===== config.mk =====
export PLATFORM = sky130hd
export DESIGN_NAME = vstream_mend
export DESIGN_NICKNAME = d
export VERILOG_FILES = /design/src/rtl/vstream_mend_pkg.sv /design/src/rtl/vsm_size_regs.sv /design/src/rtl/vsm_raster.sv /design/src/rtl/vsm_gap_timer.sv /design/src/rtl/vstream_mend.sv
export SDC_FILE = /design/constraint.sdc
export NUM_CORES = 1
export LEC_CHECK = 0
export CAP_MARGIN = 10
export CORE_MARGIN = 4
export CORE_UTILIZATION = 30
export CTS_CLUSTER_SIZE = 16
export DETAILED_ROUTE_END_ITERATION = 8
export GPL_TIMING_DRIVEN = 0
export HOLD_SLACK_MARGIN = 0.06
export PLACE_DENSITY = 0.49
export REMOVE_ABC_BUFFERS = 1
export SKIP_CTS_REPAIR_TIMING = 1
export SYNTH_ARGS = -nofsm -noshare
export SYNTH_HDL_FRONTEND = slang
export SYNTH_SLANG_ARGS = --single-unit

===== constraint.sdc =====
create_clock -name clk -period 3.6 [get_ports clk]
set_input_delay 0.36 -clock clk [delete_from_list [all_inputs] [get_ports clk]]
set_output_delay 0.36 -clock clk [all_outputs]
set_load 0.005 [all_outputs]

===== src/rtl/vstream_mend_pkg.sv =====
package vstream_mend_pkg;
  typedef enum logic [2:0] {
    ST_IDLE,
    ST_PASS,
    ST_VID,
    ST_PAD,
    ST_DROP
  } mend_state_e;

  localparam logic [3:0] PKT_VIDEO = 4'd0;
endpackage


===== src/rtl/vsm_size_regs.sv =====
module vsm_size_regs #(
  parameter int CW    = 12,
  parameter int DEF_W = 1920,
  parameter int DEF_H = 1080
) (
  input  logic          clk,
  input  logic          rst,
  input  logic          cfg_we,
  input  logic          cfg_addr,
  input  logic [CW-1:0] cfg_wdata,
  input  logic          latch,
  output logic [CW-1:0] act_w,
  output logic [CW-1:0] act_h
);
  logic [CW-1:0] pend_w, pend_h, wval;

  assign wval = (cfg_wdata == '0) ? CW'(1) : cfg_wdata;

  always_ff @(posedge clk) begin
    if (rst) begin
      pend_w <= CW'(DEF_W);
      pend_h <= CW'(DEF_H);
      act_w  <= CW'(DEF_W);
      act_h  <= CW'(DEF_H);
    end else begin
      if (cfg_we && !cfg_addr) pend_w <= wval;
      if (cfg_we &&  cfg_addr) pend_h <= wval;
      if (latch) begin
        act_w <= pend_w;
        act_h <= pend_h;
      end
    end
  end


  size_hold_chk: assert property (@(posedge clk) disable iff (rst)
    !latch |=> ($stable(act_w) && $stable(act_h)));
endmodule


===== src/rtl/vsm_raster.sv =====
module vsm_raster #(
  parameter int CW = 12
) (
  input  logic          clk,
  input  logic          rst,
  input  logic          clear,
  input  logic          step,
  input  logic [CW-1:0] width,
  input  logic [CW-1:0] height,
  output logic          line_end,
  output logic          frame_end
);
  logic [CW-1:0] col_q, row_q;

  assign line_end  = (col_q == width - CW'(1));
  assign frame_end = line_end && (row_q == height - CW'(1));

  always_ff @(posedge clk) begin
    if (rst || clear) begin
      col_q <= '0;
      row_q <= '0;
    end else if (step) begin
      if (line_end) begin
        col_q <= '0;
        row_q <= frame_end ? '0 : row_q + CW'(1);
      end else begin
        col_q <= col_q + CW'(1);
      end
    end
  end


  pos_range_chk: assert property (@(posedge clk) disable iff (rst)
    (col_q < width) && (row_q < height));
endmodule


===== src/rtl/vsm_gap_timer.sv =====
module vsm_gap_timer #(
  parameter int GW = 3
) (
  input  logic          clk,
  input  logic          rst,
  input  logic          start,
  input  logic [GW-1:0] len,
  output logic          busy
);
  logic [GW-1:0] cnt_q;

  assign busy = (cnt_q != '0);

  always_ff @(posedge clk) begin
    if (rst)            cnt_q <= '0;
    else if (start)     cnt_q <= len;
    else if (busy)      cnt_q <= cnt_q - GW'(1);
  end


  start_idle_chk: assert property (@(posedge clk) disable iff (rst)
    start |-> !busy);
endmodule


===== src/rtl/vstream_mend.sv =====
module vstream_mend
  import vstream_mend_pkg::*;
#(
  parameter int DW        = 24,
  parameter int CW        = 12,
  parameter int DEF_W     = 1920,
  parameter int DEF_H     = 1080,
  parameter int LINE_GAP  = 2,
  parameter int FRAME_GAP = 4
) (
  input  logic          clk,
  input  logic          rst,
  input  logic          cfg_we,
  input  logic          cfg_addr,
  input  logic [CW-1:0] cfg_wdata,
  input  logic          in_valid,
  output logic          in_ready,
  input  logic [DW-1:0] in_data,
  input  logic          in_sop,
  input  logic          in_eop,
  output logic          out_valid,
  input  logic          out_ready,
  output logic [DW-1:0] out_data,
  output logic          out_sop,
  output logic          out_eop
);
  localparam int GMAX = (LINE_GAP > FRAME_GAP) ? LINE_GAP : FRAME_GAP;
  localparam int GW   = $clog2(GMAX + 2);

  mend_state_e   state_q, state_d;
  logic [DW-1:0] last_q, last_d;
  logic          load, gap_busy, gap_start;
  logic [GW-1:0] gap_len;
  logic          latch, cnt_clear, step, line_end, frame_end;
  logic          emit, e_sop, e_eop;
  logic [DW-1:0] e_data;
  logic [CW-1:0] act_w, act_h;

  vsm_size_regs #(.CW(CW), .DEF_W(DEF_W), .DEF_H(DEF_H)) u_size (
    .clk(clk), .rst(rst), .cfg_we(cfg_we), .cfg_addr(cfg_addr),
    .cfg_wdata(cfg_wdata), .latch(latch), .act_w(act_w), .act_h(act_h)
  );

  vsm_raster #(.CW(CW)) u_raster (
    .clk(clk), .rst(rst), .clear(cnt_clear), .step(step),
    .width(act_w), .height(act_h), .line_end(line_end), .frame_end(frame_end)
  );

  vsm_gap_timer #(.GW(GW)) u_gap (
    .clk(clk), .rst(rst), .start(gap_start), .len(gap_len), .busy(gap_busy)
  );

  assign load = !out_valid || out_ready;

  always_comb begin
    state_d   = state_q;
    last_d    = last_q;
    in_ready  = 1'b0;
    emit      = 1'b0;
    e_data    = in_data;
    e_sop     = 1'b0;
    e_eop     = 1'b0;
    latch     = 1'b0;
    cnt_clear = 1'b0;
    step      = 1'b0;
    gap_start = 1'b0;
    gap_len   = GW'(LINE_GAP);
    if (!gap_busy) begin
      unique case (state_q)
        ST_IDLE: begin
          in_ready = load;
          if (in_valid && load && in_sop) begin
            emit  = 1'b1;
            e_sop = 1'b1;
            if (in_data[3:0] == PKT_VIDEO) begin
              latch     = 1'b1;
              cnt_clear = 1'b1;
              last_d    = '0;
              state_d   = in_eop ? ST_PAD : ST_VID;
            end else begin
              e_eop   = in_eop;
              state_d = in_eop ? ST_IDLE : ST_PASS;
            end
          end
        end
        ST_PASS: begin
          in_ready = load;
          if (in_valid && load) begin
            emit  = 1'b1;
            e_sop = in_sop;
            e_eop = in_eop;
            if (in_eop) state_d = ST_IDLE;
          end
        end
        ST_VID: begin
          in_ready = load;
          if (in_valid && load) begin
            emit   = 1'b1;
            step   = 1'b1;
            e_eop  = frame_end;
            last_d = in_data;
            if (frame_end) begin
              if (in_eop) begin
                gap_start = 1'b1;
                gap_len   = GW'(FRAME_GAP);
                state_d   = ST_IDLE;
              end else begin
                state_d = ST_DROP;
              end
            end else begin
              gap_start = line_end;
              if (in_eop) state_d = ST_PAD;
            end
          end
        end
        ST_PAD: begin
          if (load) begin
            emit   = 1'b1;
            step   = 1'b1;
            e_data = last_q;
            e_eop  = frame_end;
            if (frame_end) begin
              gap_start = 1'b1;
              gap_len   = GW'(FRAME_GAP);
              state_d   = ST_IDLE;
            end else begin
              gap_start = line_end;
            end
          end
        end
        ST_DROP: begin
          in_ready = 1'b1;
          if (in_valid && in_eop) begin
            gap_start = 1'b1;
            gap_len   = GW'(FRAME_GAP);
            state_d   = ST_IDLE;
          end
        end
        default: state_d = ST_IDLE;
      endcase
    end
  end

  always_ff @(posedge clk) begin
    if (rst) begin
      state_q   <= ST_IDLE;
      last_q    <= '0;
      out_valid <= 1'b0;
      out_data  <= '0;
      out_sop   <= 1'b0;
      out_eop   <= 1'b0;
    end else begin
      state_q <= state_d;
      last_q  <= last_d;
      if (load) begin
        out_valid <= emit;
        if (emit) begin
          out_data <= e_data;
          out_sop  <= e_sop;
          out_eop  <= e_eop;
        end
      end
    end
  end


  hold_stall_chk: assert property (@(posedge clk) disable iff (rst)
    (out_valid && !out_ready) |=> (out_valid && $stable(out_data) &&
                                   $stable(out_sop) && $stable(out_eop)));


  gap_stall_chk: assert property (@(posedge clk) disable iff (rst)
    gap_busy |-> !in_ready);


  drop_quiet_chk: assert property (@(posedge clk) disable iff (rst)
    (state_q == ST_DROP && out_ready) |=> !out_valid);
endmodule


==> impl_metrics.tcl <==
set metrics [dict create \
    yosysTopAreaCellShare_pct 41.24 \
    antenna_found_initial 0 \
    htreeDepth 4 \
    totalWireLength_mm 15.73 \
    crit_family "simple AND/OR/NAND/NOR gates" \
    final_cells 1093 \
    path_clk_slew_ns 0.05 \
    crit_chain "inv_1 > ha_1 > nor4b_4 > and3_1 > o21ai_1 > a221oi_1 > nand4_1 > nor2_2 > a211o_1 > nor2_1" \
    ys_seq_elements 129 \
    rows 52 \
    numCtsBuffers 17 \
    syn-cell-area_mm2 0.006262 \
    async_flop_share_pct 0 \
    place_inst 1064 \
    dieArea_mm2 0.02325 \
    p_leak_nw 2.646 \
    skew_ns 0.009150 \
    hold_path_depth 2 \
    clkSinkCount 129 \
    fmax_mhz 321.5 \
    ys.flop_type "dfxtp_1" \
    drive_above_1_share_pct 7.412 \
    crit_path_top_delay_cell "nand4_1" \
    run_status "complete, no violations" \
    hp-class "in2reg" \
    drt_iter0_drc 263 \
    end_kind "flip-flop" \
    vdd_drop_max_mv 0.3078 \
    min_delay_worst_endpoint "u_gap.cnt_q[1]" \
    min_period_ns 3.110 \
    max_stage_delay_ns 0.42 \
    drv_cap 0 \
    die_x_um 152.5 \
    crit_required_ns 3.88 \
    clock_latency_ns 0.41 \
    rsz0062_at_grt "false" \
    grtUsageTotal_pct 13.62 \
    port_buffers 71 \
    syn-instance-count 763 \
    power.density_mw_per_mm2 552.3 \
    crit_fanout 10 \
    ant_nets 0 \
    yosysWarnings 0 \
    grt_pass1_wl_mm 26.43 \
    finalHoldViolCount 0 \
    dr.pass1.iters 4 \
    start_util_pct 30.75 \
    drc 0 \
    cp.arrival_ns 3.39 \
    dp_hpwl_mm 11.14 \
    nets 864 \
    grt_overflow 0 \
    pin_count 72 \
    finalCritPeriodShare_pct 86.39 \
    critPathLaunchType "flip-flop" \
    yosys.area.top_type "dfxtp_1" \
    slew_viol_final 0 \
    final.setup.tns_ns 0 \
    fin_area_mm2 0.007846 \
    power_mw 4.333 \
    ff2ff_setup_slack_ns 0.49 \
    synth.distinct_cells 66 \
    ys_top_cells_by_area "dfxtp_1 (41%), nand2_1 (8.5%), a21oi_1 (5.1%)" \
    via_count 5227 \
    hold_path.startpoint "rst" \
    r2r-end "u_raster.row_q[10]" \
    tritoncts "done" \
    ys_seq_area_share_pct 41.24 \
    clockBufferDepth 2 \
    setup_viol_count_final 0 \
    worstReg2RegStart "u_size.act_h[0]" \
    coreArea_mm2 0.02036 \
    finalWeightedCongestion 0.7826 \
    syn2layout_area_growth_pct 25.29 \
    rr_worst_depth 10 \
    synth_area_per_cell_um2 8.207 \
    synth_edf_count 0 \
    cp.buffers_inverters 1 \
    diodes 0 \
    vias_per_cell 4.782 \
    worst_pin_slew_ns 1.164 \
    wire_per_inst_um 14.39 \
    die_y_um 152.5 \
    path_class "reg2reg" \
    dpl_cell_area_mm2 0.007252 \
    grt_pass1_vias 5146 \
    cts_root_buf "clkbuf_16" \
    grt_max_degree 59 \
    relSlewSlack_pct 22.39 \
]
[metrics by stage]
step	hold slack [ns]	utilization [%]	setup slack (ns)
after floorplan	0.4255	-	-4.023
after global placement	0.4387	34.93	-8.343
after detailed placement	0.4447	35.61	0.4216
after CTS	0.4333	38.53	0.4865
after global routing	0.4646	38.53	0.2067
final	0.4454	38.53	0.4899
[flip-flops by register name (all words and copies together), names as in the netlist, 3 cells and up]
name,flops
last_q,24
u_size.act_w,12
u_raster.row_q,12
state_q,3
u_size.pend_h,12
u_raster.col_q,12
u_gap.cnt_q,3
out_data,24
u_size.pend_w,12
u_size.act_h,12
[layout by cell type, fill, tap and decap left out, drive strengths merged, types with 19 or more instances in the layout]
cell             n
mux2i           29
a21oi           64
clkbuf          24
nand2          142
nor2            74
a211oi          30
xnor2           27
dfxtp          129
xor2            22
clkdlybuf4s50   70
nor3            19
nand3           39
[where the power goes]
group | switching [mW] | internal [mW]
sequential | 0.0916 | 1.56
combinational | 0.498 | 0.442
clock | 0.591 | 1.15
[worst max path at each step]
stage | to | cells past startpoint | startpoint | slack (ns)
6_report | u_raster.row_q[10] | 10 | u_size.act_h[0] | 0.49
3_3_place_gp | out_sop | 7 | out_ready | -8.34
3_5_place_dp | u_raster.col_q[7] | 7 | in_data[0] | 0.42
2_1_floorplan | out_sop | 8 | u_gap.cnt_q[0] | -4.02
4_1_cts | u_raster.row_q[10] | 10 | u_size.act_h[0] | 0.49
5_1_grt | out_data[16] | 10 | u_gap.cnt_q[0] | 0.21
[cell usage after synthesis, drive strengths merged (3+ instances only)]
cell and count:
xor2 22, a31oi 6, a211oi 30, and3 5
a221oi 4, nor2 74, mux2i 29, nand3 39
a21oi 64, or3 3, nor4 5, a21boi 4
nor3 19, nand3b 15, o21ai 14, clkbuf 41
ha 7, nand4 11, nand2 142, nor2b 6
inv 15, buf 8, nand2b 6, a211o 5
xnor2 27, dfxtp 129
[cells by family (layout without fill, tap and decap cells)]
logic type,Yosys count,after routing,synth area share (%)
AOI/OAI and AO/OA,148,148,15.72
xor gates and xnor gates,49,49,6.853
adders and majority gates,7,7,1.399
buffers and inverters,64,124,4.036
DFF,129,129,41.24
muxes,29,29,4.635
and+or+nand+nor,337,337,26.11
[per-layer routing]
metal  GRT usage [%]  vias up  routed length, µm
met3           2.840        8                280
met5               0        -                  0
li1                -     2759                  -
met2           22.12       41               7528
met4           3.734        0                135
met1           18.46     2419               7789
[area by class of cell]
type	instances	area, µm²
fill	2100	12520
sequential	129	2582
inverter	15	56.30
clock buffer	24	491.7
tap	270	337.8
clock inverter	5	102.6
multi-input combinational	570	3447
timing repair buffer	80	828.3
Power figures use the tool's default switching activity.
